===== src/rtl/bus_sizer_pkg.sv =====
package bus_sizer_pkg;

    typedef enum logic [1:0] {
        PH_IDLE   = 2'd0,
        PH_SETUP  = 2'd1,
        PH_ACCESS = 2'd2,
        PH_HOLD   = 2'd3
    } phase_e;

    typedef struct packed {
        phase_e      phase;
        logic        wr;
        logic [1:0]  first_b;
        logic [1:0]  last_b;
        logic [2:0]  wbytes;
        logic [2:0]  n_acc;
        logic [1:0]  top_chunk;
        logic [1:0]  cnt;
        logic [31:0] wdata;
        logic [31:0] acc;
        logic [31:0] rdata;
        logic        done;
        logic        rvalid;
    } sizer_state_t;

    // number of bytes in a transfer size code
    function automatic logic [2:0] size_to_bytes(input logic [1:0] code);
        case (code)
            2'b00:   size_to_bytes = 3'd1;
            2'b01:   size_to_bytes = 3'd2;
            default: size_to_bytes = 3'd4;
        endcase
    endfunction

endpackage


===== src/rtl/bus_sizer_plan.sv =====
module bus_sizer_plan
    import bus_sizer_pkg::*;
#(
    parameter int DATA_W = 32
) (
    input  logic [1:0] size_code,
    input  logic [1:0] addr,
    input  logic [1:0] width_code,
    output logic [2:0] wbytes,
    output logic [2:0] n_acc,
    output logic [1:0] last_b,
    output logic [1:0] top_chunk
);
    localparam int         FULL_BYTES = DATA_W / 8;
    localparam logic [2:0] FULL_B3    = 3'(FULL_BYTES);

    logic [2:0] sz;
    logic [2:0] last3;
    logic [1:0] wmask;

    always_comb begin
        sz = size_to_bytes(size_code);
        case (width_code)
            2'b00:   wbytes = 3'd1;
            2'b01:   wbytes = 3'd2;
            default: wbytes = FULL_B3;
        endcase
        // highest byte address touched by the transfer
        last3     = {1'b0, addr} + sz - 3'd1;
        last_b    = last3[1:0];
        // the first sub-access starts at the chunk holding the highest byte
        wmask     = ~(wbytes[1:0] - 2'd1);
        top_chunk = last_b & wmask;
        if (sz <= wbytes)        n_acc = 3'd1;
        else if (wbytes == 3'd1) n_acc = sz;
        else                     n_acc = sz >> 1;
    end

endmodule


===== src/rtl/bus_sizer_lanes.sv =====
module bus_sizer_lanes #(
    parameter int DATA_W = 32
) (
    input  logic [1:0]        chunk_start,
    input  logic [2:0]        wbytes,
    input  logic [1:0]        first_b,
    input  logic [1:0]        last_b,
    input  logic [31:0]       wdata,
    input  logic [DATA_W-1:0] din,
    output logic [DATA_W-1:0] dout,
    output logic [31:0]       gather
);
    localparam int NLANES = DATA_W / 8;

    logic [NLANES-1:0]   hit_vec;
    logic [2*NLANES-1:0] rsel_flat;

    for (genvar L = 0; L < NLANES; L++) begin : g_lane
        logic [2:0] baddr;
        logic [1:0] rsel;
        // byte address carried by this lane (lane 0 = least significant)
        assign baddr = {1'b0, chunk_start} + wbytes - 3'd1 - 3'(L);
        assign hit_vec[L] = (3'(L) < wbytes) &&
                            (baddr >= {1'b0, first_b}) &&
                            (baddr <= {1'b0, last_b});
        // register byte index: highest address is the least significant byte
        assign rsel = last_b - baddr[1:0];
        assign rsel_flat[2*L +: 2] = rsel;
        assign dout[8*L +: 8] = hit_vec[L] ? wdata[8*rsel +: 8] : 8'h00;
    end

    always_comb begin
        gather = '0;
        for (int L = 0; L < NLANES; L++) begin
            if (hit_vec[L]) gather[8*rsel_flat[2*L +: 2] +: 8] = din[8*L +: 8];
        end
    end

endmodule


===== src/rtl/bus_sizer.sv =====
module bus_sizer
    import bus_sizer_pkg::*;
#(
    parameter int DATA_W = 32
) (
    input  logic              clk,
    input  logic              rst_n,
    input  logic              start,
    input  logic              is_write,
    input  logic [1:0]        xfer_size,
    input  logic [1:0]        xfer_addr,
    input  logic [31:0]       wdata,
    input  logic [1:0]        area_width,
    output logic              busy,
    output logic              done,
    output logic [31:0]       rdata,
    output logic              rdata_valid,
    output logic              bus_req,
    input  logic              bus_ack,
    output logic [1:0]        bus_addr_lo,
    output logic [DATA_W-1:0] bus_dout,
    input  logic [DATA_W-1:0] bus_din,
    output logic              bus_oe
);
    sizer_state_t q, d;

    logic [2:0]        p_wb, p_n;
    logic [1:0]        p_last, p_top;
    logic [1:0]        off, chunk_start;
    logic              last_sub;
    logic [DATA_W-1:0] lane_dout;
    logic [31:0]       gather;

    bus_sizer_plan #(.DATA_W(DATA_W)) u_plan (
        .size_code (xfer_size),
        .addr      (xfer_addr),
        .width_code(area_width),
        .wbytes    (p_wb),
        .n_acc     (p_n),
        .last_b    (p_last),
        .top_chunk (p_top)
    );

    always_comb begin
        case (q.wbytes)
            3'd4:    off = q.cnt << 2;
            3'd2:    off = q.cnt << 1;
            default: off = q.cnt;
        endcase
        chunk_start = q.top_chunk - off;
        last_sub    = ({1'b0, q.cnt} == (q.n_acc - 3'd1));
    end

    bus_sizer_lanes #(.DATA_W(DATA_W)) u_lanes (
        .chunk_start(chunk_start),
        .wbytes     (q.wbytes),
        .first_b    (q.first_b),
        .last_b     (q.last_b),
        .wdata      (q.wdata),
        .din        (bus_din),
        .dout       (lane_dout),
        .gather     (gather)
    );

    always_comb begin
        d        = q;
        d.done   = 1'b0;
        d.rvalid = 1'b0;
        case (q.phase)
            PH_IDLE: begin
                if (start) begin
                    d.phase     = PH_SETUP;
                    d.wr        = is_write;
                    d.first_b   = xfer_addr;
                    d.last_b    = p_last;
                    d.wbytes    = p_wb;
                    d.n_acc     = p_n;
                    d.top_chunk = p_top;
                    d.cnt       = '0;
                    d.wdata     = wdata;
                    d.acc       = '0;
                end
            end
            PH_SETUP: d.phase = PH_ACCESS;
            PH_ACCESS: begin
                if (bus_ack) begin
                    d.phase = PH_HOLD;
                    if (!q.wr) d.acc = q.acc | gather;
                    if (last_sub) begin
                        d.done = 1'b1;
                        if (!q.wr) begin
                            d.rdata  = q.acc | gather;
                            d.rvalid = 1'b1;
                        end
                    end
                end
            end
            default: begin
                if (last_sub) begin
                    d.phase = PH_IDLE;
                end else begin
                    d.phase = PH_SETUP;
                    d.cnt   = q.cnt + 2'd1;
                end
            end
        endcase
    end

    always_ff @(posedge clk) begin
        if (!rst_n) q <= '0;
        else        q <= d;
    end

    assign busy        = (q.phase != PH_IDLE);
    assign bus_req     = (q.phase == PH_ACCESS);
    assign bus_oe      = q.wr && busy;
    assign bus_addr_lo = busy ? chunk_start : 2'b00;
    assign bus_dout    = bus_oe ? lane_dout : '0;
    assign done        = q.done;
    assign rdata       = q.rdata;
    assign rdata_valid = q.rvalid;

endmodule


===== config.mk =====
export PLATFORM = sky130hd
export DESIGN_NAME = bus_sizer
export DESIGN_NICKNAME = d
export VERILOG_FILES = /design/src/rtl/bus_sizer_pkg.sv /design/src/rtl/bus_sizer_plan.sv /design/src/rtl/bus_sizer_lanes.sv /design/src/rtl/bus_sizer.sv
export SDC_FILE = /design/constraint.sdc
export NUM_CORES = 1
export LEC_CHECK = 0
export ABC_AREA = 1
export ABC_CLOCK_PERIOD_IN_PS = 6400
export BUFFER_PORTS_ARGS = -buffer_cell sky130_fd_sc_hd__buf_2
export CAP_MARGIN = 20
export CORE_ASPECT_RATIO = 0.75
export CORE_MARGIN = 3
export CORE_UTILIZATION = 58
export DETAILED_ROUTE_END_ITERATION = 10
export GPL_ROUTABILITY_DRIVEN = 0
export PLACE_DENSITY = 0.81
export SETUP_SLACK_MARGIN = 0.2
export SKIP_CTS_REPAIR_TIMING = 1
export SYNTH_ARGS = -nofsm -noshare
export SYNTH_HDL_FRONTEND = slang
export SYNTH_SLANG_ARGS = --single-unit
export TNS_END_PERCENT = 30

===== constraint.sdc =====
create_clock -name clk -period 6.4 [get_ports clk]
set_clock_uncertainty 0.05 [all_clocks]
set_input_delay 1.6 -clock clk [delete_from_list [all_inputs] [get_ports clk]]
set_output_delay 1.6 -clock clk [all_outputs]
set_load 0.02 [all_outputs]

Word level (Yosys, flattened, before mapping) --
Cells that the tools add are included.
Operators by class: bitwise gates (word level) 6, equality and inequality tests 12, add/sub/neg operators 19, shifts and indexed selects 12, mux-type cells 30, reductions and logical operators 22, order comparisons 13
Operators with widths (number):
- 2-to-1 mux 32 bit | 7
- negator 5 -> 34 bit | 4
- variable shift 8 x 34 -> 32 bit, first input constant | 4
- indexed part select 8 x 34 -> 32 bit | 4
- indexed part select 32 x 6 -> 8 bit | 4
- bitwise mux 32 bit | 3
- 2-to-1 mux 81 bit | 1
- 2-to-1 mux 66 bit | 1
- case mux 32 bit (2 select lines) | 1
- 2-to-1 mux 34 bit | 1
- AND 32 bit | 1
- 2-to-1 mux 8 bit | 4
- OR 32 bit | 1
- greater-or-equal comparator 3 x 2 -> 1 bit | 4
- <= comparator 3 x 2 -> 1 bit | 4
- case mux 3 bit (2 select lines) | 2
- AND reduction 4 bit | 3
- subtractor 2 bit | 5
- logical AND 1 bit | 9
- subtractor 3 x 1 -> 3 bit, second input constant | 3
- case mux 2 bit (2 select lines) | 2
- equality test 2 x 1 -> 1 bit, second input constant | 3
- logical NOT 2 bit | 3
- less-than comparator 1 x 3 -> 1 bit, first input constant | 2
- 25 further kinds | 38
Storage, ports and cells: logic and storage cells 127, input port bits 75, output and inout port bits 71, bits in registers 115

Depth between registers and ports, before layout --
Gate-level depths: netlist (run 1).
word-level depth 21, depth in mapped cells 29, mapped depth without buffers 28

Hierarchy --
From an unflattened synthesis (run 1), not the netlist that was laid out.
Unflattened totals: cells, all modules 1571, area, all modules 9459.1 sq um
By module, submodules not included:
- bus_sizer | area each 5068.6 sq um, seq. area each 2302.2 sq um, cells an instance 654, instances 1
- bus_sizer_lanes | area each 4171.5 sq um, seq. area each 0.0 sq um, cells an instance 873, instances 1
- bus_sizer_plan | area each 219.0 sq um, seq. area each 0.0 sq um, cells an instance 44, instances 1

Least setup slack after synthesis (run 1) --
OpenSTA, ideal clock, no wires.
path type reg-to-output, from register q[106] (netlist name), to output bus_dout[10], stages on the path, launching flop included 20, setup slack 0.756 ns, arrival time 3.994 ns, data required time 4.750 ns, buffers on the path 0, cells stage by stage dfxtp_1 > inv_2 > nand2_1 > nand2_1 > a21oi_1 > nor2_1 > ha_1 > xnor2_1 > xor2_1 > ha_1 > inv_1 > ha_1 > ha_1 > inv_1 > ha_1 > xnor2_1 > clkinv_1 > nand2_1 > nand2_1 > nor2_1
Between the ends: longest elaborated chain between the ends 11, elaborated cells between the ends (all ways) 16, classes of those cells 5 x add/sub; 3 x order compare; 2 x eq/ne; 1 x shift; 3 x mux; 2 x reduce/logical
Ends and longest elaborated chain:
- from (decl) | line bus_sizer.sv:25 | sizer_state_t q, d;
- from (signal assigned) | line bus_sizer.sv:110 | if (!rst_n) q <= '0;
- from (signal assigned) | line bus_sizer.sv:111 | else q <= d;
- parallel branches: the longest is 9 deep, another holds adder 2 x 3 -> 3 bit
- 2-to-1 mux 8 bit * | line bus_sizer_lanes.sv:29 | assign dout[8*L +: 8] = hit_vec[L] ? wdata[8*rsel +: 8] : 8'h00;
- 2-to-1 mux 32 bit * | line bus_sizer.sv:118 | assign bus_dout = bus_oe ? lane_dout : '0;
- to (decl) | line bus_sizer.sv:21 | output logic [DATA_W-1:0] bus_dout,
Mark *: on every way between the ends.

Worst setup path in the final report (run 1) --
from register q[106] (netlist name), to output bus_dout[13]
Same word-level chain as after synthesis.

==> results of run 1 <==
-- metrics by stage --
step	hold slack (ps)	utilization (%)	cells
floorplan	392	-	1579
global placement	399	63.3	1840
detailed placement	403	63.4	1841
CTS	412	67.2	1871
global route	429	67.5	1873
finish	410	67.5	1873
-- sequential cells by signal, summed over array words and instances (netlist names) --
name	cells
q	81
done	1
rdata_valid	1
rdata	32
-- worst max-delay path by stage --
stage | startpoint | to | slack, ps | depth (start not counted)
global route | q[106] | bus_dout[9] | 140 | 24
detailed placement | q[106] | bus_dout[10] | 800 | 21
finish | q[106] | bus_dout[13] | 420 | 21
CTS | q[106] | bus_dout[11] | 320 | 24
floorplan | q[106] | bus_dout[10] | 760 | 19
global placement | q[107] | bus_dout[10] | 910 | 24
-- cell families (layout without fill, tap and decap cells) --
family / count (synthesis) / after routing / synth area share, %
and+or+nand+nor: 805 / 805 / 36.8
xor gates and xnor gates: 12 / 12 / 1.14
adders and majority gates: 47 / 47 / 6.39
buffers and inverters: 357 / 446 / 16.4
AOI/OAI and AO/OA: 243 / 243 / 14.2
DFF: 115 / 115 / 25.0
-- cell type report --
cell class / count / area, um^2 / share of cell area, %
Inverter: 253 / 953 / 9.18
Multi-Input combinational cell: 1107 / 5410 / 52.1
Tap cell: 205 / 256 / 2.47
Sequential cell: 115 / 2300 / 22.2
Timing Repair Buffer: 163 / 881 / 8.49
Clock buffer: 21 / 470 / 4.53
Clock inverter: 9 / 106 / 1.02
-- worst register-to-register path: cells and delay by family, from the launching register on --
family                   cells  cell delay [ps]
AND/OR/NAND/NOR             10             1290
AO/OA/AOI/OAI                2              350
flip-flops                   1              370
adder cells (fa/ha/maj)      6             1750
XOR/XNOR                     3              570
buffers and inverters        6              790
-- cells in the final DEF, fill, tap and decap left out, drive strengths merged --
| cell type | count |
|---|---|
| nand2 | 512 |
| inv | 249 |
| buf | 163 |
| nor2 | 135 |
| dfxtp | 115 |
| o21ai | 108 |
| a21oi | 103 |
| nand3 | 79 |
| ha | 47 |
| nand4 | 40 |
| nor3 | 32 |
| o21bai | 24 |
| clkbuf | 21 |
| xor2 | 7 |
| clkinv | 7 |
| xnor2 | 5 |
| clkinvlp | 4 |
| o22ai | 2 |
| nand3b | 2 |
| a22oi | 2 |
| bufinv | 2 |
| or2 | 2 |
| nor3b | 2 |
| o211ai | 1 |
| a32oi | 1 |
| a221oi | 1 |
| and3 | 1 |
| a211oi | 1 |
-- per-layer routing --
layer	vias to the layer above	track usage, %
li1	5044	-
met1	4439	45.9
met2	482	44.3
met3	71	6.82
met4	0	8.82
met5	-	0
==> flow_summary.json, run 1 <==
{
  "hp-class": "reg -> reg",
  "core_um2": 15400,
  "grt.total_usage_pct": 30.7,
  "drtPass1Iterations": 7,
  "placed_cell_area_um2": 9750,
  "drv_slew": 0,
  "yosys-top-cells-area": "dfxtp_1 (25%), nand2_1 (20%), inv_1 (9.7%)",
  "cts_made_buffers": 17,
  "wl_met2_um": 11200,
  "vias_per_cell": 5.36,
  "start_util_pct": 59.8,
  "period_share_pct": 93.4,
  "drive_gt1_share_pct": 14.1,
  "vias": 10000,
  "grt_max_degree": 72,
  "worstHoldEndpoint": "q[65]",
  "hold_violations": 0,
  "reg2reg_from": "q[106]",
  "root_buffer": "clkbuf_16",
  "finalWorstSetupSlack_ps": 425,
  "cp_top_family": "adder cells",
  "ys.flop_type": "dfxtp_1",
  "grt_remaining_overflow": 0,
  "ys_ff_latch": 115,
  "die-area_um2": 17400,
  "synth_edf_count": 0,
  "ys_warn_count": 0,
  "antenna_left": 0,
  "avgSynthCellArea_um2": 5.83,
  "reg2regPathDepth": 27,
  "startpoint_type": "flop",
  "syn_to_final_growth_pct": 12.9,
  "clockBufferDepth": 2,
  "fillers": 1408,
  "first_iter_violations": 1056,
  "rows": 39,
  "syn_nets": 1701,
  "min_period_ps": 5980,
  "crit_path_cell_trace": "inv_2, nand2_1, nand2_1, a21oi_1, nor2_1, ha_1, xnor2_1, xor2_1, ha_1, inv_1, ha_2, ha_4, inv_1, ha_1, xnor2_1, buf_4, clkinvlp_4, nand2_1, nand2_1, nor2_1, buf_2",
  "wl_um": 26900,
  "die_h_um": 115,
  "top_layer_used": "met4",
  "synth_cells": 1579,
  "status": "completed",
  "critPathRequiredTime_ps": 4750,
  "ioPinCount": 146,
  "worstHoldPathCells": 2,
  "grt_pass1_wl_um": 42800,
  "relSlewSlack_pct": 44.3,
  "ys_types": 41,
  "grt_pass1_vias": 8588,
  "tns_ps": 0,
  "cp_max_fo": 11,
  "portBuffers": 145,
  "setup_violations": 0,
  "h-tree-depth": 4,
  "endpoint_kind": "primary output",
  "die_w_um": 151,
  "hp-start": "q[65]",
  "rsz0062_at_grt": "no",
  "num_antenna_cells": 0,
  "fin_nets": 1779,
  "wl_per_cell_um": 14.3,
  "tightest_slew_ps": 834,
  "dp.final_hpwl_um": 20100,
  "drc": 0,
  "synth_top_area_share_pct": 25.0,
  "crit_path_frequent_cell": "nand2_1",
  "max_freq_mhz": 167,
  "yosysMostFrequentCell": "nand2_1",
  "async_flop_share_pct": 0,
  "maxCapViolCount": 0,
  "pre_cts_ws_ps": 797,
  "cp_slowest_stage_delay_ps": 370,
  "syn_area_um2": 9200,
  "slowest_stage": "dfxtp_1",
  "rrSetupSlack_ps": 1130,
  "worstSetupPathType": "reg -> out",
  "m1WireLength_um": 12100,
  "cts_tree": "yes",
  "netlist_top_cells_count": "nand2_1 (502), inv_1 (238), nor2_1 (130)",
  "yosysSeqAreaShare_pct": 25.0,
  "cp.arrival_ps": 4330,
  "r2r-end": "q[51]",
  "cts.sinks": 115,
  "path_clk_slew_ps": 50,
  "antenna_found_initial": 0,
  "stdcell_area_um2": 10400,
  "route.met3.wl_um": 3070,
  "synth_top_area_cell": "dfxtp_1",
  "critPathBufInv": 6,
  "clkLatencyLatePin_ps": 420
}
Power of run 1 is left out: the tool's default activity adds up to more than one toggle a clock period on the data nets, which glitch-free logic cannot reach.
==> run 2, diff against run 1 <==
--- a/config.mk
+++ b/config.mk
@@ -7,13 +7,12 @@
 export LEC_CHECK = 0
 export ABC_AREA = 1
 export ABC_CLOCK_PERIOD_IN_PS = 6400
-export BUFFER_PORTS_ARGS = -buffer_cell sky130_fd_sc_hd__buf_2
 export CAP_MARGIN = 20
 export CORE_ASPECT_RATIO = 0.75
 export CORE_MARGIN = 3
-export CORE_UTILIZATION = 58
+export CORE_UTILIZATION = 65
 export DETAILED_ROUTE_END_ITERATION = 10
-export GPL_ROUTABILITY_DRIVEN = 0
+export DONT_BUFFER_PORTS = 1
 export PLACE_DENSITY = 0.81
 export SETUP_SLACK_MARGIN = 0.2
 export SKIP_CTS_REPAIR_TIMING = 1
==> run 2 against run 1 <==
- sequential share of layout area increased by 1.5 points
- register-to-register slack got worse by 200 ps
- first-iteration DRC count increased by 6.6%
- global-route usage increased by 4.4 points
- setup slack got worse by 28 ps
- wire length increased by 3.3%
- worst hold slack improved by 1.5 ps
- largest cell class unchanged
- fmax decreased by 0.47%
- flip-flop and latch count unchanged
==> flow_summary.json, run 2 (synthesis results as in run 1) <==
{
  "rsz0062_at_grt": "yes",
  "startpoint_type": "flop",
  "placed_cell_area_um2": 9030,
  "grt_remaining_overflow": 0,
  "cp.arrival_ps": 4350,
  "top_register": "q",
  "largest_reg_flops": 81,
  "vias": 9656,
  "stdcell_area_um2": 9730,
  "tightest_slew_ps": 1120,
  "portBuffers": 0,
  "cts_tree": "yes",
  "grt_pass1_vias": 8533,
  "cts_made_buffers": 17,
  "tns_ps": 0,
  "drive_gt1_share_pct": 7.32,
  "die-area_um2": 15600,
  "drtPass1Iterations": 6,
  "die_w_um": 143,
  "wl_um": 27800,
  "endpoint_kind": "primary output",
  "h-tree-depth": 4,
  "fin_nets": 1641,
  "wl_per_cell_um": 16.3,
  "path_clk_slew_ps": 50,
  "period_share_pct": 93.8,
  "maxCapViolCount": 0,
  "layout_commonest_cell": "nand2_1",
  "worstSetupPathType": "reg -> out",
  "relSlewSlack_pct": 24.8,
  "dp.final_hpwl_um": 20600,
  "min_period_ps": 6000,
  "multiInputGateArea_um2": 5490,
  "ioPinCount": 146,
  "fillers": 1188,
  "rows": 36,
  "syn_to_final_growth_pct": 5.78,
  "mostFrequentLayoutCells": "nand2_1 (499), inv_1 (237), nor2_1 (116)",
  "max_freq_mhz": 167,
  "start_util_pct": 68.5,
  "drv_slew": 0,
  "hold_violations": 0,
  "core_um2": 13400,
  "grt.total_usage_pct": 35.1,
  "cts.sinks": 115,
  "drc": 0,
  "first_iter_violations": 1126,
  "status": "completed",
  "critPathRequiredTime_ps": 4750,
  "reg2reg_from": "q[107]",
  "grt_pass1_wl_um": 43400,
  "hp-start": "q[45]",
  "antenna_left": 0,
  "startpoint": "q[107]",
  "setup_violations": 0,
  "vias_per_cell": 5.67,
  "grt_max_degree": 67,
  "antenna_found_initial": 0,
  "place_congestion": 1.01,
  "seq_area_um2": 2300,
  "clkLatencyLatePin_ps": 420,
  "clockBufferDepth": 2,
  "cp_max_fo": 30,
  "hp-class": "reg -> reg",
  "die_h_um": 109,
  "root_buffer": "clkbuf_16",
  "num_antenna_cells": 0
}
-- run 2: cell count changes in the layout (fill, tap and decap cells not counted), sizes merged --
cell	previous run	this run
buf	163	25
inv	249	253
clkbuf	21	18
-- run 2: final cells by class --
| cell class | count | area share [%] |
|---|---|---|
| flip-flops and latches | 115 | 23.7 |
| multi-input cells | 1107 | 56.4 |
| clock buffers | 18 | 4.41 |
| inverters | 253 | 9.80 |
| clock inverters | 13 | 1.57 |
| repair buffers | 25 | 1.93 |
| well taps | 171 | 2.20 |
-- run 2: worst max-delay path, stage by stage, from the launching register on --
cell     delay (ps)
dfxtp_1         380
inv_2            90
nand2_1         110
nand2_1          70
a21oi_2         130
nor2_1           60
ha_1            180
xnor2_1         160
xor2_1          250
ha_1            270
inv_1            60
ha_2            340
ha_1            390
nand2_1         100
nand2_1         120
nand3_1         100
buf_4           240
nor2_2          160
nand2_1         240
nor2_1          460
-- run 2: final timing paths --
check	to	slack, ps	cells after the start
max	bus_dout[4]	400	19
min	q[45]	410	2
max reg2reg	q[56]	930	25
min reg2reg	q[45]	410	2
-- run 2: through the flow --
step,util [%],instances,setup slack (ps),hold WS (ps)
5_1_grt,72.5,1702,93.0,432
4_1_cts,71.6,1701,299,412
6_report,72.5,1702,396,412
3_3_place_gp,67.3,1670,880,399
2_1_floorplan,-,1579,756,392
3_5_place_dp,67.3,1670,771,404
-- run 2: routing by layer --
layer  up-vias  routed length, um  part of all wire [%]  GRT usage, %
li1       4777                  -                     -             -
met3        63               3510                    13          11.4
met4         0                587                   2.1          8.67
met5         -                  0                     0             0
met1      4285              12200                    44          50.8
met2       531              11400                    41          50.4
Power of run 2 is left out for the same reason.
==> run 3, diff against run 2 <==
--- a/config.mk
+++ b/config.mk
@@ -18,5 +18,6 @@
 export SKIP_CTS_REPAIR_TIMING = 1
 export SYNTH_ARGS = -nofsm -noshare
 export SYNTH_HDL_FRONTEND = slang
+export SYNTH_HIERARCHICAL = 1
 export SYNTH_SLANG_ARGS = --single-unit
 export TNS_END_PERCENT = 30
==> constraint.sdc (replaced) <==
create_clock -name clk -period 6.4 [get_ports clk]
set_clock_uncertainty 0.05 [all_clocks]
set_input_delay 0.96 -clock clk [delete_from_list [all_inputs] [get_ports clk]]
set_output_delay 0.96 -clock clk [all_outputs]
set_load 0.02 [all_outputs]
==> run 3 against run 2 <==
- via count is 1.7% higher
- non-clock buffer count is 9 lower
- final cell count hardly changed
- critical path depth is 6 higher
- critical path type unchanged
- clock-buffer cell count is 1 lower
- global-route usage is 0.64 points lower
- setup slack better by 35 ps
- sequential share of layout area is 0.12 points lower
- utilization is 2.6 points lower
- synthesized area is 2.8% higher
- flip-flop and latch count stayed put
- cell area is 0.44% higher
==> flow_summary.json, run 3 <==
{
  "ys_warn_count": 6,
  "startpoint_type": "flop",
  "dp.final_hpwl_um": 20700,
  "vias": 9821,
  "syn_area_um2": 9460,
  "grt.total_usage_pct": 34.5,
  "drc": 0,
  "rsz0062_at_grt": "yes",
  "relSlewSlack_pct": 36.9,
  "cp_max_fo": 8,
  "grt_remaining_overflow": 0,
  "synth_top_area_share_pct": 24.3,
  "portBuffers": 0,
  "synth_top_area_cell": "dfxtp_1",
  "fin_nets": 1612,
  "instances_no_fill": 1701,
  "ys_ff_latch": 115,
  "h-tree-depth": 4,
  "cts.sinks": 115,
  "async_flop_share_pct": 0,
  "maxCapViolCount": 0,
  "core_um2": 14000,
  "wl_um": 28300,
  "yosys-top-cells-area": "dfxtp_1 (24%), nand2_1 (17%), nor2_1 (10%)",
  "layout_commonest_cell": "nand2_1",
  "critPathRequiredTime_ps": 5390,
  "wl_per_cell_um": 16.6,
  "syn_nets": 1690,
  "syn_to_final_growth_pct": 3.32,
  "netlist_top_cells_count": "nand2_1 (428), nor2_1 (257), inv_1 (160)",
  "grt_max_degree": 65,
  "synth_cells": 1571,
  "cts_made_buffers": 17,
  "rows": 37,
  "avgSynthCellArea_um2": 6.02,
  "ys.flop_type": "dfxtp_1",
  "hp-class": "reg -> reg",
  "yosysSeqAreaShare_pct": 24.3,
  "cts_tree": "yes",
  "worstSetupPathType": "reg -> out",
  "first_iter_violations": 1311,
  "synth_edf_count": 0,
  "root_buffer": "clkbuf_16",
  "tightest_slew_ps": 946,
  "path_clk_slew_ps": 60,
  "vias_per_cell": 5.77,
  "largest_reg_flops": 81,
  "num_antenna_cells": 0,
  "clockBufferDepth": 2,
  "max_freq_mhz": 168,
  "antenna_left": 0,
  "hold_violations": 0,
  "ioPinCount": 146,
  "tns_ps": 0,
  "start_util_pct": 67.7,
  "drive_gt1_share_pct": 6.57,
  "die-area_um2": 16100,
  "status": "completed",
  "grt_pass1_wl_um": 45700,
  "period_share_pct": 93.3,
  "drv_slew": 0,
  "clkLatencyLatePin_ps": 420,
  "setup_violations": 0,
  "antenna_found_initial": 0,
  "dpl.cell_count": 1669,
  "endpoint_kind": "primary output",
  "mostFrequentLayoutCells": "nand2_1 (428), nor2_1 (256), inv_1 (160)",
  "top_register": "q",
  "yosysMostFrequentCell": "nand2_1",
  "die_h_um": 110,
  "die_w_um": 145,
  "grt_pass1_vias": 8801,
  "place_congestion": 1.05,
  "ys_types": 42,
  "drtPass1Iterations": 6,
  "min_period_ps": 5970,
  "cp.arrival_ps": 4960
}
## run 3: cell count changes in the layout (fill, tap and decap cells not counted), moves of 30 or more
cell,before,now
a21oi_1,101,51
o21a_1,0,32
o22ai_1,2,32
nand2_1,499,428
inv_1,237,160
o21ai_1,35,0
nor2_1,116,256
## run 3: path summary, 6_finish.rpt
| check | endpoint | slack (ps) | start | cells after the start |
|---|---|---|---|---|
| worst max-delay path | bus_dout[29] | 430 | q[107] | 25 |
| worst max register to register | rdata[15] | 570 | q[107] | 29 |
| worst min register to register | rdata_valid | 390 | q[112] | 1 |
| worst min-delay path | rdata_valid | 390 | q[112] | 1 |
## run 3: cells by family after synthesis
kind of cell             after synthesis  share of synthesized area, %
buffers and inverters                290                          13.9
AND/OR/NAND/NOR                      912                          42.8
flip-flops                           115                          24.3
AO/OA/AOI/OAI                        203                          12.3
adder cells (fa/ha/maj)               44                          5.82
XOR/XNOR                               7                         0.847
## run 3: layout make-up
| cell class | count | area [um^2] |
|---|---|---|
| Sequential cell | 115 | 2300 |
| Clock inverter | 15 | 148 |
| Multi-Input combinational cell | 1166 | 5870 |
| Clock buffer | 17 | 425 |
| Inverter | 177 | 666 |
| Timing Repair Buffer | 16 | 120 |
| Fill cell | 1306 | 4210 |
| Tap cell | 195 | 244 |
## run 3: metrics by stage
| step | hold WS, ps | util [%] | setup slack, ps | cell area [um^2] |
|---|---|---|---|---|
| after floorplan | 372 | - | 894 | 9460 |
| after global placement | 389 | 65.6 | 745 | 9180 |
| after detailed placement | 385 | 65.6 | 534 | 9180 |
| after CTS | 394 | 69.7 | 395 | 9750 |
| after global routing | 415 | 69.9 | 61.8 | 9770 |
| final | 392 | 69.9 | 431 | 9770 |
## run 3: routing by layer
layer,GRT usage (%),share of wire [%],routed length [um]
met5,0,0,0
met4,8.41,1.6,459
met3,13.6,14,4100
met2,48.1,40,11300
met1,49.6,44,12400
## run 3: worst max-delay path, cell delays in order (launching register included)
cell and delay (ps):
dfxtp_1 340, inv_1 80, nand2_1 60, a21oi_1 220, nor2_1 80, ha_1 190
xor2_1 170, inv_1 60, o211ai_1 90, nand2_1 100, inv_1 60, inv_1 40
ha_1 260, inv_1 40, ha_1 410, ha_1 370, ha_1 340, inv_1 70
nor2_1 40, nor2_1 80, a21oi_1 70, nor3_4 440, nand2_1 360, nor2_1 210
inv_1 60, nor2_1 320
Power of run 3 is left out for the same reason.
